File: src/rtl/epp_cycle_engine.sv
module epp_cycle_engine #(
  parameter int CLK_KHZ     = 125000,
  parameter int TIMEOUT_US  = 10,
  parameter int SYNC_STAGES = 2,
  parameter int DW          = 8
) (
  input  logic          clk,
  input  logic          rst_n,
  input  logic          hst_rd,
  input  logic          hst_wr,
  input  logic          hst_sel_addr,
  input  logic [DW-1:0] hst_wdata,
  output logic [DW-1:0] hst_rdata,
  output logic          hst_ready,
  input  logic          ctl_strobe_ovr,
  input  logic          ctl_dir_in,
  output logic          sts_timeout,
  input  logic          sts_clr,
  input  logic          pp_nwait,
  output logic          pp_nwrite,
  output logic          pp_ndstb,
  output logic          pp_nastb,
  output logic [DW-1:0] pp_dout,
  output logic          pp_doe,
  input  logic [DW-1:0] pp_din
);

  localparam int TO_CYC = CLK_KHZ * TIMEOUT_US / 1000;
  localparam int CW     = $clog2(TO_CYC + 1);

  typedef enum logic [1:0] {S_IDLE, S_PRE, S_STB} st_t;

  st_t                    st;
  logic [CW-1:0]          wd_cnt;
  logic [SYNC_STAGES-1:0] sync;
  logic                   nwait_s;
  logic                   op_drive, op_load, op_addr;
  logic [DW-1:0]          wbuf;
  logic                   req, wd_hit, done, abort;

  assign nwait_s   = sync[SYNC_STAGES-1];
  assign req       = hst_rd | hst_wr;
  assign wd_hit    = (wd_cnt == CW'(TO_CYC - 1));
  assign done      = (st == S_STB) && nwait_s;
  assign abort     = (((st == S_PRE)) || ((st == S_STB) && !nwait_s)) && wd_hit;
  assign hst_ready = (st == S_IDLE);

  always_ff @(posedge clk or negedge rst_n) begin
    if (!rst_n) sync <= '1;
    else        sync <= {sync[SYNC_STAGES-2:0], pp_nwait};
  end

  always_ff @(posedge clk or negedge rst_n) begin
    if (!rst_n) sts_timeout <= 1'b0;
    else        sts_timeout <= abort | (sts_timeout & ~sts_clr);
  end

  always_ff @(posedge clk or negedge rst_n) begin
    if (!rst_n) begin
      st        <= S_IDLE;
      wd_cnt    <= '0;
      op_drive  <= 1'b0;
      op_load   <= 1'b0;
      op_addr   <= 1'b0;
      wbuf      <= '0;
      hst_rdata <= '0;
      pp_nwrite <= 1'b1;
      pp_ndstb  <= 1'b1;
      pp_nastb  <= 1'b1;
      pp_dout   <= '0;
      pp_doe    <= 1'b0;
    end else begin
      case (st)
        S_IDLE: if (req) begin
          st       <= S_PRE;
          wd_cnt   <= '0;
          op_load  <= hst_wr & ~ctl_dir_in;
          op_drive <= (hst_wr & ~ctl_dir_in) | ctl_strobe_ovr;
          op_addr  <= hst_sel_addr;
          wbuf     <= hst_wdata;
        end
        S_PRE: begin
          if (abort) begin
            st <= S_IDLE;
          end else begin
            wd_cnt <= wd_cnt + 1'b1;
            if (!nwait_s) begin
              st        <= S_STB;
              pp_nwrite <= ~op_drive;
              pp_doe    <= op_drive;
              if (op_load) pp_dout <= wbuf;
              pp_ndstb  <= op_addr;
              pp_nastb  <= ~op_addr;
            end
          end
        end
        S_STB: begin
          if (done) begin
            hst_rdata <= pp_din;
            pp_ndstb  <= 1'b1;
            pp_nastb  <= 1'b1;
            st        <= S_IDLE;
          end else if (abort) begin
            pp_ndstb  <= 1'b1;
            pp_nastb  <= 1'b1;
            st        <= S_IDLE;
          end else begin
            wd_cnt <= wd_cnt + 1'b1;
          end
        end
        default: st <= S_IDLE;
      endcase
    end
  end

endmodule


File: config.mk
export PLATFORM = sky130hd
export DESIGN_NAME = epp_cycle_engine
export DESIGN_NICKNAME = d
export VERILOG_FILES = /design/src/rtl/epp_cycle_engine.sv
export SDC_FILE = /design/constraint.sdc
export NUM_CORES = 1
export LEC_CHECK = 0
export ABC_CLOCK_PERIOD_IN_PS = 1770
export BUFFER_PORTS_ARGS = -buffer_cell sky130_fd_sc_hd__clkbuf_2
export CAP_MARGIN = 20
export CELL_PAD_IN_SITES_DETAIL_PLACEMENT = 1
export CELL_PAD_IN_SITES_GLOBAL_PLACEMENT = 1
export CORE_ASPECT_RATIO = 0.75
export CORE_MARGIN = 4
export CORE_UTILIZATION = 39
export DETAILED_ROUTE_END_ITERATION = 10
export PLACE_DENSITY = 0.72
export REMOVE_ABC_BUFFERS = 1
export SLEW_MARGIN = 20
export SYNTH_ARGS = -nofsm -noshare
export SYNTH_HDL_FRONTEND = slang
export SYNTH_SLANG_ARGS = --single-unit
File: constraint.sdc
create_clock -name clk -period 1.77 [get_ports clk]
set_clock_uncertainty 0.2 [all_clocks]
set_input_delay 0.177 -clock clk [delete_from_list [all_inputs] [get_ports clk]]
set_output_delay 0.177 -clock clk [all_outputs]
set_load 0.1 [all_outputs]
==> results of run 1 <==
area by class of cell:
class,count,area [sq um],area share
Clock inverter,2,16.3,0.00441
Inverter,8,35.0,0.00950
Tap cell,75,93.8,0.0254
Multi-Input combinational cell,123,1330,0.360
Clock buffer,6,82.6,0.0224
Timing Repair Buffer,118,943,0.256
Sequential cell,47,1180,0.321
Antenna cell,1,2.50,0.000679
report_power, final:
| part | switching, W | internal (W) | total (W) |
|---|---|---|---|
| registers | 0.000332 | 0.00151 | 0.00184 |
| clock network | 0.000409 | 0.000320 | 0.000729 |
| logic | 0.00302 | 0.00139 | 0.00441 |
sequential cells by signal, indices dropped and copies added (netlist names):
name and flops:
hst_rdata 8, op_addr 1, op_drive 1, op_load 1, pp_doe 1, pp_dout 8
pp_nastb 1, pp_ndstb 1, pp_nwrite 1, st 2, sts_timeout 1, sync 2
wbuf 8, wd_cnt 11
metal layers:
metal | GRT usage | wire [microns] | vias to the layer above
li1 | - | - | 923
met3 | 0.0398 | 352 | 24
met5 | 0 | 0 | -
met4 | 0.0857 | 323 | 0
met2 | 0.427 | 4590 | 84
met1 | 0.250 | 3500 | 1041
worst min path at each step:
stage                       from      endpoint  depth (start not counted)
after global routing      hst_rd      op_drive                          5
final                     hst_rd      op_drive                          5
after global placement     rst_n       wbuf[1]                          2
after CTS                 hst_wr       op_load                          3
after floorplan            rst_n  hst_rdata[0]                          0
after detailed placement   rst_n       wbuf[0]                          2
worst max-delay path: stages (launching register included):
cell	delay, ns
dfrtp_2	0.48
buf_6	0.15
ha_4	0.17
buf_12	0.12
a21oi_4	0.22
and2_4	0.23
nand2b_4	0.13
a22o_4	0.26
cell families after synthesis:
logic type,synth area share
multiplexers,0.148
flip-flops,0.511
buffers and inverters,0.0297
AO/OA/AOI/OAI,0.136
AND/OR/NAND/NOR,0.142
adder cells (fa/ha/maj),0.0324
through the flow:
step | total power (W) | utilization | area, sq um | hold WS (ns) | cells
2_1_floorplan | 0.00446 | - | 2270 | -0.319 | 178
3_3_place_gp | 0.00528 | 0.523 | 2910 | -0.0183 | 334
3_5_place_dp | 0.00539 | 0.523 | 2910 | -0.0113 | 334
4_1_cts | 0.00633 | 0.608 | 3380 | 0.117 | 371
5_1_grt | 0.00724 | 0.664 | 3690 | 0.158 | 380
6_report | 0.00698 | 0.664 | 3690 | 0.151 | 380
repair_timing:
action	4_1_cts	5_1_grt
hold buffers	23	0
buffers inserted	6	9
pin swaps	8	10
gates resized for setup	34	45
endpoints found under the hold margin	68	0
endpoints found under the setup margin	33	44
synth_stat cells (all sizes together) (3+ instances only):
master  number  area, sq um
dfrtp       42         1050
and3         3         18.8
inv          8         30.0
nand2       10         45.0
nor2         5         18.8
o21ai       12         60.1
nand4        3         18.8
nand3b       4         30.0
mux2        26          323
nand3        7         35.0
and2         5         31.3
o31ai        4         30.0
nor2b        3         18.8
o221ai       3         45.0
ha           6         75.1
dfstp        5          131
nand2b       4         32.5
a21oi        3         15.0
buf          3         31.3
==> metrics.yaml, run 1 <==
final-hold-violation-count: 0
root_buffer: "clkbuf_8"
cts.sinks: 47
cts_tree: "yes"
gp_congestion: 0.797
yosysWarnings: 0
endpoint: "wd_cnt[5]"
avgSynthCellArea_sq_um: 12.6
grtUsageTotal: 0.221
drt_iter0_drc: 74
tightest_slew_ns: 0.557
ctsLongestPathBuffers: 2
r2r_slack_ns: -0.31
cp-end-kind: "flip-flop"
wl_per_cell_microns: 23.1
die_w_microns: 96.9
hpwlAfterDp_mm: 4.42
n_fill_cell: 563
period_minus_slack_ns: 2.08
crit_start: "st[1]"
ys_types: 48
max_freq_ghz: 0.482
final_common_cell: "clkbuf_2"
areaGrowthSynthToFinish_pct: 59.4
ys_seq_area_frac: 0.511
synth-seq-cells: 47
vdd_ir_drop_max_v: 0.00125
leakage_nw: 1.67
drt_first_pass_iters: 4
io_pins: 47
htree_levels: 2
initial_utilization: 0.417
max_cap_violations: 0
worstReg2RegStart: "st[1]"
status: "finished with violations"
finalMaxSlewViolations: 0
setup_viol: 35
synth_edf_count: 0
worstSetupStartpointType: "flip-flop"
worstPathMaxFanout: 7
violations: "negative setup slack"
r2r-end: "wd_cnt[5]"
clkLatencyLatePin_ns: 0.32
syn_area_sq_um: 2310
powerDensity_nw_per_um2: 1890
cts.clk_slew.worst_paths_ns: 0.10
vias: 2072
ys.flop_type: "dfrtp_1"
crit_type: "flip-flop to flip-flop"
grt_pass1_vias: 2249
relSlewSlack: 0.630
tns_ns: -5.92
fp-row-count: 23
routed_wl_mm: 8.77
arrival_ns: 2.09
grt_first_pass_wirelength_mm: 12.3
antenna_found_initial: 1
dpl_worst_slack_ns: -0.262
nets: 334
layout_common_cells: "clkbuf_2 (43), dfrtp_1 (40), buf_4 (36), dlygate4sd3_1 (23), mux2_2 (11)"
antenna_left: 0
overflow: 0
worst_slack_ns: -0.307
coreArea_sq_um: 5550
period_share: 1.17
synthCells: 183
port_buffers: 46
r2r_cells: 7
viasPerCell: 5.45
layout-drive-gt1-share: 0.589
rsz0062_at_grt: "true"
synthArstFlopShare: 1.00
grt_max_degree: 48
die_area_sq_um: 7240
die_y_microns: 74.7
cp.required_ns: 1.78
drc: 0
cts_made_buffers: 5
hold_path_class: "input pin to flip-flop"
(Power assumes the default switching activity.)
==> inputs of run 2 (changes only) <==
--- a/config.mk
+++ b/config.mk
@@ -13,3 +13,3 @@
 export CORE_ASPECT_RATIO = 0.75
-export CORE_MARGIN = 4
+export CORE_MARGIN = 3
 export CORE_UTILIZATION = 39
@@ -18,2 +18,3 @@
 export REMOVE_ABC_BUFFERS = 1
+export SKIP_CTS_REPAIR_TIMING = 1
 export SLEW_MARGIN = 20
==> constraint.sdc (replaced) <==
create_clock -name clk -period 1.77 [get_ports clk]
set_clock_uncertainty 0.2 [all_clocks]
set_input_delay 0.354 -clock clk [delete_from_list [all_inputs] [get_ports clk]]
set_output_delay 0.354 -clock clk [all_outputs]
set_load 0.1 [all_outputs]
==> run 2 against run 1 <==
Effect of this change:
- the run still ends with negative setup slack left
- die area shrank 4.7%
- maximum frequency is 2.9% higher
- critical endpoint is now pp_dout[4]
- largest power group unchanged
- cell count fell by 7.4%
==> metrics.yaml, run 2 (same netlist as run 1, synthesis figures left out) <==
cts_tree: "yes"
drt_iter0_drc: 75
cp-end-kind: "flip-flop"
areaGrowthSynthToFinish_pct: 46.8
max_cap_violations: 0
die_w_microns: 94.9
nets: 307
period_minus_slack_ns: 2.02
tightest_slew_ns: 0.553
setup_viol: 26
layout-drive-gt1-share: 0.585
crit_type: "flip-flop to flip-flop"
critPathSlowestCell: "dfrtp_1"
finalMaxSlewViolations: 0
cp_cell_sequence: "ha_4 > and4bb_4 > a311oi_4 > nand2_4 > mux2_4"
timing.critical_path.buf_inv: 0
violations: "negative setup slack"
vias: 1849
cts.clk_slew.worst_paths_ns: 0.09
antenna_found_initial: 0
hpwlAfterDp_mm: 4.53
antenna_left: 0
use_met3: 0.0278
combPwrFrac: 0.636
die_y_microns: 72.7
viasPerCell: 5.25
wl_per_cell_microns: 20.0
routed_wl_mm: 7.04
diodes: 0
worstSetupPathDepth: 5
dpl_worst_slack_ns: -0.229
met1_usage: 0.262
io_pins: 47
busiest_layer: "met2"
port_buffers: 46
die_area_sq_um: 6900
timing.critical_path.max_delay_family: "flip-flops"
drt_first_pass_iters: 4
grt_pass1_vias: 1914
coreArea_sq_um: 5530
clockPowerShare: 0.100
switchingPower_w: 0.00356
relSlewSlack: 0.633
initial_utilization: 0.419
leakage_nw: 1.56
layout_common_cells: "dfrtp_1 (42), buf_4 (42), clkbuf_2 (35), mux2_4 (11), mux2_2 (11)"
use_met2: 0.307
cts_made_buffers: 5
htree_levels: 2
vdd_ir_drop_max_v: 0.00117
gp_congestion: 0.859
root_buffer: "clkbuf_8"
worstSetupStartpointType: "flip-flop"
worst_slack_ns: -0.248
drc: 0
p_sw_frac: 0.523
ctsLongestPathBuffers: 2
cts.sinks: 47
cp.required_ns: 1.76
fp-row-count: 23
rsz0062_at_grt: "true"
r2r_cells: 5
worstPathMaxFanout: 8
regMostFlops: "wd_cnt"
powerDensity_nw_per_um2: 2000
power_frac_seq: 0.264
clkLatencyLatePin_ns: 0.29
p_total_w: 0.00680
hold_path_class: "input pin to flip-flop"
max_freq_ghz: 0.496
final-hold-violation-count: 0
largest_reg_flops: 11
grtUsageTotal: 0.185
period_share: 1.14
grt_first_pass_wirelength_mm: 9.73
status: "finished with violations"
grt_max_degree: 34
hold_depth: 2
arrival_ns: 2.00
internal-power_w: 0.00324
overflow: 0
cpPeakStageDelay_ns: 0.44
tns_ns: -4.23
## run 2: cell type report
class	count	area, sq um
well taps	75	93.8
inverters	8	30.0
flip-flops and latches	47	1180
fillers	582	2130
clock inverters	1	8.76
multi-input cells	123	1280
repair buffers	91	716
clock buffers	7	86.3
## run 2: worst paths after layout
check	start	to	slack, ns
hold reg to reg	sync[0]	sync[1]	0.16
min in group asynchronous	rst_n	wbuf[1]	0.34
setup reg to reg	wd_cnt[0]	pp_dout[4]	-0.25
max in group asynchronous	rst_n	pp_nastb	0.45
setup / recovery	wd_cnt[0]	pp_dout[4]	-0.25
hold / removal	sts_clr	sts_timeout	0.04
## run 2: per-layer routing
| layer | share of wire | routed length [microns] | vias to the layer above |
|---|---|---|---|
| li1 | - | - | 861 |
| met1 | 0.45 | 3140 | 937 |
| met2 | 0.51 | 3570 | 44 |
| met3 | 0.038 | 271 | 7 |
| met4 | 0.0078 | 55 | 0 |
| met5 | 0 | 0 | - |
## run 2: power groups by stage
stage                     Sequential, W  Combinational (W)  Clock [W]
after floorplan                 0.00339            0.00108          0
after global placement          0.00176            0.00370          0
final                           0.00179            0.00433   0.000681
after CTS                       0.00177            0.00380   0.000692
after detailed placement        0.00179            0.00379          0
after global routing            0.00185            0.00452   0.000746
## run 2: per-stage QoR
step	hold WS, ns	utilization	area (sq um)	std cells
2_1_floorplan	-0.142	-	2270	178
3_3_place_gp	0.104	0.537	2970	333
3_5_place_dp	0.105	0.537	2970	333
4_1_cts	-0.215	0.555	3060	341
5_1_grt	0.0518	0.615	3400	352
6_report	0.0408	0.615	3400	352
